[src/rtl/bxcv_pkg.sv]
package bxcv_pkg;

    typedef enum logic [1:0] {
        DRV_NONE = 2'd0,
        DRV_TO_A = 2'd1,
        DRV_TO_B = 2'd2
    } drive_e;

    typedef struct packed {
        logic oe_n;
        logic dir;
        logic sel_ab;
        logic sel_ba;
        logic tick_ab;
        logic tick_ba;
    } half_ctl_t;

    function automatic drive_e decode_drive(input logic oe_n, input logic dir);
        if (oe_n)
            return DRV_NONE;
        else if (dir)
            return DRV_TO_B;
        else
            return DRV_TO_A;
    endfunction

endpackage

[src/rtl/bxcv_rise.sv]
module bxcv_rise #(
    parameter int N = 2
) (
    input  logic         clk,
    input  logic [N-1:0] smp,
    output logic [N-1:0] rise
);
    logic [N-1:0] prev;

    // previous sample tracks the strobe even during reset
    always_ff @(posedge clk) begin
        prev <= smp;
    end

    assign rise = smp & ~prev;
endmodule

[src/rtl/bxcv_store.sv]
module bxcv_store #(
    parameter int W = 8
) (
    input  logic         clk,
    input  logic         rst,
    input  logic         load,
    input  logic [W-1:0] d,
    output logic [W-1:0] q
);
    always_ff @(posedge clk) begin
        if (rst)
            q <= '0;
        else if (load)
            q <= d;
    end
endmodule

[src/rtl/bxcv_half.sv]
module bxcv_half
    import bxcv_pkg::*;
#(
    parameter int W = 8
) (
    input  logic         clk,
    input  logic         rst,
    input  half_ctl_t    ctl,
    input  logic [W-1:0] a_in,
    input  logic [W-1:0] b_in,
    output logic [W-1:0] a_out,
    output logic         a_oe,
    output logic [W-1:0] b_out,
    output logic         b_oe,
    output logic [W-1:0] st_ab,
    output logic [W-1:0] st_ba
);
    localparam int N_STROBES = 2;

    logic [N_STROBES-1:0] rise;
    drive_e               drv;

    bxcv_rise #(.N(N_STROBES)) u_rise (
        .clk  (clk),
        .smp  ({ctl.tick_ba, ctl.tick_ab}),
        .rise (rise)
    );

    bxcv_store #(.W(W)) u_st_ab (
        .clk  (clk),
        .rst  (rst),
        .load (rise[0]),
        .d    (a_in),
        .q    (st_ab)
    );

    bxcv_store #(.W(W)) u_st_ba (
        .clk  (clk),
        .rst  (rst),
        .load (rise[1]),
        .d    (b_in),
        .q    (st_ba)
    );

    always_comb begin
        drv   = decode_drive(ctl.oe_n, ctl.dir);
        b_oe  = (drv == DRV_TO_B);
        a_oe  = (drv == DRV_TO_A);
        b_out = '0;
        a_out = '0;
        if (b_oe)
            b_out = ctl.sel_ab ? st_ab : a_in;
        if (a_oe)
            a_out = ctl.sel_ba ? st_ba : b_in;
    end
endmodule

[src/rtl/bxcv_top.sv]
module bxcv_top
    import bxcv_pkg::*;
#(
    parameter  int HALF_W   = 8,
    parameter  int N_HALVES = 2,
    localparam int BUS_W    = HALF_W * N_HALVES
) (
    input  logic                clk,
    input  logic                rst,
    input  logic [N_HALVES-1:0] oe_n,
    input  logic [N_HALVES-1:0] dir,
    input  logic [N_HALVES-1:0] sel_ab,
    input  logic [N_HALVES-1:0] sel_ba,
    input  logic [N_HALVES-1:0] tick_ab,
    input  logic [N_HALVES-1:0] tick_ba,
    input  logic [BUS_W-1:0]    a_in,
    output logic [BUS_W-1:0]    a_out,
    output logic [N_HALVES-1:0] a_oe,
    input  logic [BUS_W-1:0]    b_in,
    output logic [BUS_W-1:0]    b_out,
    output logic [N_HALVES-1:0] b_oe
);
    logic [BUS_W-1:0] st_ab;
    logic [BUS_W-1:0] st_ba;

    for (genvar h = 0; h < N_HALVES; h++) begin : g_half
        half_ctl_t ctl;
        assign ctl = '{oe_n: oe_n[h], dir: dir[h], sel_ab: sel_ab[h],
                       sel_ba: sel_ba[h], tick_ab: tick_ab[h], tick_ba: tick_ba[h]};

        bxcv_half #(.W(HALF_W)) u_half (
            .clk   (clk),
            .rst   (rst),
            .ctl   (ctl),
            .a_in  (a_in[h*HALF_W +: HALF_W]),
            .b_in  (b_in[h*HALF_W +: HALF_W]),
            .a_out (a_out[h*HALF_W +: HALF_W]),
            .a_oe  (a_oe[h]),
            .b_out (b_out[h*HALF_W +: HALF_W]),
            .b_oe  (b_oe[h]),
            .st_ab (st_ab[h*HALF_W +: HALF_W]),
            .st_ba (st_ba[h*HALF_W +: HALF_W])
        );
    end
endmodule

[config.mk]
export PLATFORM = sky130hd
export DESIGN_NAME = bxcv_top
export DESIGN_NICKNAME = d
export VERILOG_FILES = /design/src/rtl/bxcv_pkg.sv /design/src/rtl/bxcv_rise.sv /design/src/rtl/bxcv_store.sv /design/src/rtl/bxcv_half.sv /design/src/rtl/bxcv_top.sv
export SDC_FILE = /design/constraint.sdc
export NUM_CORES = 1
export LEC_CHECK = 0
export CAP_MARGIN = 0
export CORE_MARGIN = 1
export CORE_UTILIZATION = 45
export CTS_BUF_LIST = sky130_fd_sc_hd__clkbuf_16
export DETAILED_ROUTE_END_ITERATION = 6
export PLACE_DENSITY = 0.86
export SKIP_CTS_REPAIR_TIMING = 1
export SYNTH_ARGS = -nofsm -noshare
export SYNTH_HDL_FRONTEND = slang
export SYNTH_HIERARCHICAL = 1
export SYNTH_SLANG_ARGS = --single-unit
[constraint.sdc]
create_clock -name clk -period 2.15 [get_ports clk]
set_input_delay 0.645 -clock clk [delete_from_list [all_inputs] [get_ports clk]]
set_output_delay 0.645 -clock clk [all_outputs]
set_load 0.01 [all_outputs]
==> results of run 1 <==
metal layers:
layer,part of all wire,GRT usage
met1,0.41,0.205
met2,0.52,0.370
met3,0.068,0.0556
met4,0.0028,0.0408
met5,0,0
worst paths after layout:
kind                            slack, ps                             to  depth (start not counted)                       startpoint
worst max register to register       1110  g_half[0].u_half/u_st_ba/q[2]                          3  g_half[0].u_half/u_rise/prev[1]
worst max-delay path                   20                       b_out[6]                          4                          a_in[6]
worst min register to register        490  g_half[1].u_half/u_st_ba/q[7]                          2    g_half[1].u_half/u_st_ba/q[7]
worst min-delay path                  490  g_half[1].u_half/u_st_ba/q[7]                          2    g_half[1].u_half/u_st_ba/q[7]
registers in the layout (all words and copies together), names as in the netlist:
signal	flops
g_half.u_half/u_rise/prev	4
g_half.u_half/u_st_ba/q	16
g_half.u_half/u_st_ab/q	16
worst min-delay path: stages (launching register included):
cell and delay, ps:
dfxtp_1 320, mux2i_1 60, nor2_1 70
cells in the final DEF (no fill, tap or decap), drive strengths merged:
cell           netlist  layout
dfxtp               36      36
nor2b                4       4
clkdlybuf4s50        0      36
dlymetal6s2s         0      31
inv                  4       5
nand2b               2       2
clkinv               0       1
or2                  2       3
buf                 16      12
nor2                64      64
mux2i               64      64
clkbuf               0      14
power breakdown:
part	leakage, nW	switching, mW	total (mW)	internal [mW]
Combinational	1.30	0.135	0.328	0.193
Clock	0.0709	0.237	0.652	0.415
Sequential	0.296	0.0184	0.721	0.702
Total	1.67	0.390	1.70	1.31
final cells by class:
cell class	instances	area (um2)
tap	48	60.1
timing repair buffer	88	920
fill	281	917
clock inverter	2	8.76
inverter	4	15.0
clock buffer	5	125
sequential	36	721
multi-input combinational	137	1000
kinds of logic (layout without fill, tap and decap cells):
| logic type | Yosys count | in the layout | share of synthesized area |
|---|---|---|---|
| muxes | 64 | 64 | 0.352 |
| DFF | 36 | 36 | 0.396 |
| buffers and inverters | 20 | 99 | 0.0756 |
| and+or+nand+nor | 72 | 73 | 0.176 |
metrics by stage:
stage | utilization | cell area [um2] | std cells | TNS [ps]
5_1_grt | 0.757 | 2850 | 320 | -39.5
2_1_floorplan | - | 1820 | 192 | 0
3_3_place_gp | 0.703 | 2650 | 311 | -19980
3_5_place_dp | 0.703 | 2650 | 311 | -20440
6_report | 0.757 | 2850 | 320 | 0
4_1_cts | 0.738 | 2780 | 318 | -20520
==> flow_metrics.tcl, run 1 <==
set metrics [dict create \
    status "complete, no violations" \
    wire_per_inst_um 13.2 \
    yosysSeqAreaShare 0.396 \
    synth_area_leaders "dfxtp_1 (40%), mux2i_1 (35%), nor2_1 (13%)" \
    slowest_stage "clkdlybuf4s50_1" \
    startpoint_type "input pin" \
    antenna_cells 0 \
    grt_pass1_wl_um 6420 \
    maxCapViolCount 0 \
    finalPower_mw 1.70 \
    cts_buffers 5 \
    overflow 0 \
    clock_path_buffers 2 \
    period_share 0.989 \
    path_clk_slew_ps 50 \
    routed_via_density 4.89 \
    postLayoutSetupSlackWorst_ps 22.9 \
    powerDensity_mw_per_mm2 596 \
    cts_tree "yes" \
    route.final.wire_length_um 4230 \
    cts.htree.levels 2 \
    die-area_mm2 0.00430 \
    cp_max_fo 2 \
    fin_hold_ws_ps 494 \
    coreArea_mm2 0.00377 \
    grt_max_degree 33 \
    cts-root-buf "clkbuf_16" \
    drive_gt1_frac 0.165 \
    io-pin-count 82 \
    cp.arrival_ps 1480 \
    synth_cell_types 11 \
    final_nets 318 \
    ir_worst_vdd_v 0.000473 \
    tightest_slew_ps 338 \
    worstSetupPathType "input pin to output port" \
    synth_flop_cell "dfxtp_1" \
    insertion_delay_ps 270 \
    gp_congestion 0.675 \
    drt_pass1_iterations 4 \
    syn_avg_cell_area_um2 9.48 \
    dieWidth_um 65.6 \
    final_hold_viol_count 0 \
    relSlewSlack 0.775 \
    setup_viol 0 \
    syn_inst 192 \
    syn_area_mm2 0.00182 \
    syn_nets 238 \
    critPathTopFamily "buffers and inverters" \
    num_vias 1565 \
    yosys_warnings 6 \
    num_rows 22 \
    grt_pass1_vias 1535 \
    crit_required_ps 1500 \
    final_max_slew_viol_count 0 \
    antenna_found_initial 0 \
    cts.sinks 36 \
    synth_top_area_frac 0.396 \
    port_buffers 81 \
    place_ws_ps -674 \
    drc 0 \
    synth_area_leader_cell "dfxtp_1" \
    timing.fmax_mhz 470 \
    synth_common_cells "mux2i_1 (64), nor2_1 (64), dfxtp_1 (36)" \
    final_antenna_net_count 0 \
    period_minus_slack_ps 2130 \
    initial_core_util 0.482 \
    die_height_um 65.6 \
    first_iter_violations 76 \
    dp_hpwl_um 2960 \
    crit_buf_inv 2 \
    synthArstFlopShare 0 \
    syn_to_final_growth_pct 56.9 \
    power.leakage_nw 1.67 \
    cp-end-kind "output port" \
    track_usage 0.193 \
    max_stage_delay_ps 490 \
    synth-seq-cells 36 \
    crit_chain "clkdlybuf4s50_1 -> mux2i_1 -> nor2_1 -> clkbuf_2" \
    hold_class "register to register" \
    fin_skew_ps 2.72 \
    synth_edf_count 0 \
]
Note: power is estimated with default switching activity, not from simulation.
==> inputs of run 2 (changes only) <==
Settings changed: CTS_CLUSTER_DIAMETER from default to 60.
==> results of run 2 <==
No change in the layout: final DEF, timing and power equal those of run 1.
==> inputs of run 3 (changes only) <==
Settings changed: REMOVE_ABC_BUFFERS from default to 1.
==> run 3 against run 2 <==
Utilization up 0.23 points. Via count is 1.7% higher. Sequential share of layout area down 0.077 points. Worst hold slack worse by 2.6 ps. Combinational power increased by 2%. Sequential cell count stayed put. Global-route usage up 0.76 points. Design area rose by 0.31%. Clock power rose by 2%. Die area did not move. Power up 0.93%. Critical path type unchanged. Highest routed layer unchanged.
==> flow_metrics.tcl, run 3 (synthesis gave the netlist of run 1 again) <==
set metrics [dict create \
    status "complete, no violations" \
    crit_required_ps 1500 \
    intPower_mw 1.31 \
    dp_cells 312 \
    cp_max_fo 6 \
    seqPwrFrac 0.420 \
    fin_skew_ps 2.88 \
    coreArea_mm2 0.00377 \
    worstSetupPathType "input pin to output port" \
    setup_viol 0 \
    clockPowerShare 0.386 \
    num_vias 1591 \
    startpoint_type "input pin" \
    powerDensity_mw_per_mm2 600 \
    power.leakage_nw 1.63 \
    dieWidth_um 65.6 \
    clock_path_buffers 2 \
    final_max_slew_viol_count 0 \
    die-area_mm2 0.00430 \
    pwr-share-comb 0.194 \
    die_height_um 65.6 \
    num_rows 22 \
    final_nets 320 \
    cts_buffers 5 \
    cp.arrival_ps 1500 \
    drive_gt1_frac 0.182 \
    final_antenna_net_count 0 \
    gp_congestion 0.735 \
    relSlewSlack 0.765 \
    wire_per_inst_um 13.4 \
    top_layer "met4" \
    maxCapViolCount 0 \
    first_iter_violations 75 \
    insertion_delay_ps 270 \
    overflow 0 \
    layout_commonest_cell "mux2i_1" \
    ir_worst_vdd_v 0.000381 \
    max_stage_delay_ps 270 \
    grt_max_degree 33 \
    port_buffers 81 \
    track_usage 0.200 \
    final_util 0.759 \
    wl_met3_um 340 \
    critPathTopFamily "buffers and inverters" \
    cts.htree.levels 2 \
    period_minus_slack_ps 2150 \
    path_clk_slew_ps 50 \
    io-pin-count 82 \
    swShare 0.236 \
    hp-start "g_half[0].u_half/u_st_ba/q[1]" \
    route.final.wire_length_um 4300 \
    drt_pass1_iterations 4 \
    syn_to_final_growth_pct 57.4 \
    finalSetupTns_ps 0 \
    antenna_cells 0 \
    wl_met1_um 1730 \
    tightest_slew_ps 353 \
    antenna_found_initial 0 \
    p_switching_uw 405 \
    drc 0 \
    initial_core_util 0.482 \
    dp_hpwl_um 2820 \
    routed_via_density 4.94 \
    placed_area_mm2 0.00266 \
    cts_tree "yes" \
    cts.sinks 36 \
    largestRegisters "g_half.u_half/u_st_ab/q x16, g_half.u_half/u_st_ba/q x16, g_half.u_half/u_rise/prev x4" \
    stdcell_count 322 \
    final_cell_area_mm2 0.00286 \
    period_share 0.998 \
    grt_pass1_vias 1491 \
    crit_chain "dlymetal6s2s_1 -> or2_4 -> buf_4 -> nor2_1 -> clkbuf_2" \
    cp-end-kind "output port" \
    rr_startpoint "g_half[0].u_half/u_rise/prev[0]" \
    crit_buf_inv 3 \
    rrSetupSlack_ps 1090 \
    final_hold_viol_count 0 \
    worstSetupStartpoint "dir[0]" \
    finalPower_mw 1.72 \
    cts-root-buf "clkbuf_16" \
    final_cell_mix "mux2i_1 (62), nor2_1 (60), dfxtp_1 (36)" \
    hold_class "register to register" \
    timing.fmax_mhz 466 \
    grt_pass1_wl_um 6490 \
    met2_length_um 2190 \
    slowest_stage "or2_4" \
]
## run 3: cell count changes in the layout (fill, tap and decap cells not counted), sizes merged
cell,before,now
buf,12,16
clkbuf,14,16
clkdlybuf4s50,36,35
clkinv,1,2
dlymetal6s2s,31,29
inv,5,4
or2,3,2
## run 3: layout make-up
class / count / area [um2]
timing repair buffer: 91 / 918
inverter: 4 / 15.0
clock inverter: 2 / 7.51
fill: 270 / 908
tap: 48 / 60.1
clock buffer: 5 / 125
multi-input combinational: 136 / 1020
sequential: 36 / 721
## run 3: metrics by stage
step,setup WS [ps],hold WS (ps)
global route,-32.2,528
finish,3.30,492
CTS,-631,493
global placement,-598,472
detailed placement,-630,485
floorplan,341,460
## run 3: power groups by stage
| stage | clock network [mW] | registers [mW] | logic, mW |
|---|---|---|---|
| 3_3_place_gp | 0 | 0.731 | 0.324 |
| 5_1_grt | 0.706 | 0.724 | 0.362 |
| 4_1_cts | 0.681 | 0.720 | 0.332 |
| 3_5_place_dp | 0 | 0.733 | 0.328 |
| 6_report | 0.662 | 0.721 | 0.333 |
| 2_1_floorplan | 0 | 0.729 | 0.134 |
## run 3: path summary, 6_finish.rpt
| path | endpoint | cells after the start |
|---|---|---|
| setup / recovery | a_out[1] | 5 |
| hold reg to reg | g_half[0].u_half/u_st_ba/q[1] | 2 |
| setup reg to reg | g_half[0].u_half/u_st_ab/q[3] | 3 |
| hold / removal | g_half[0].u_half/u_st_ba/q[1] | 2 |
## run 3: routing by layer
layer  GRT usage  up-vias
met2       0.344       61
met4      0.0571        0
met5           0        -
met3      0.0816        5
met1       0.226      732
li1            -      793
## run 3: worst register-to-register path: stages, from the launching register on
cell	delay, ps
dfxtp_1	330
nor2b_4	300
mux2i_1	250
nor2_1	70
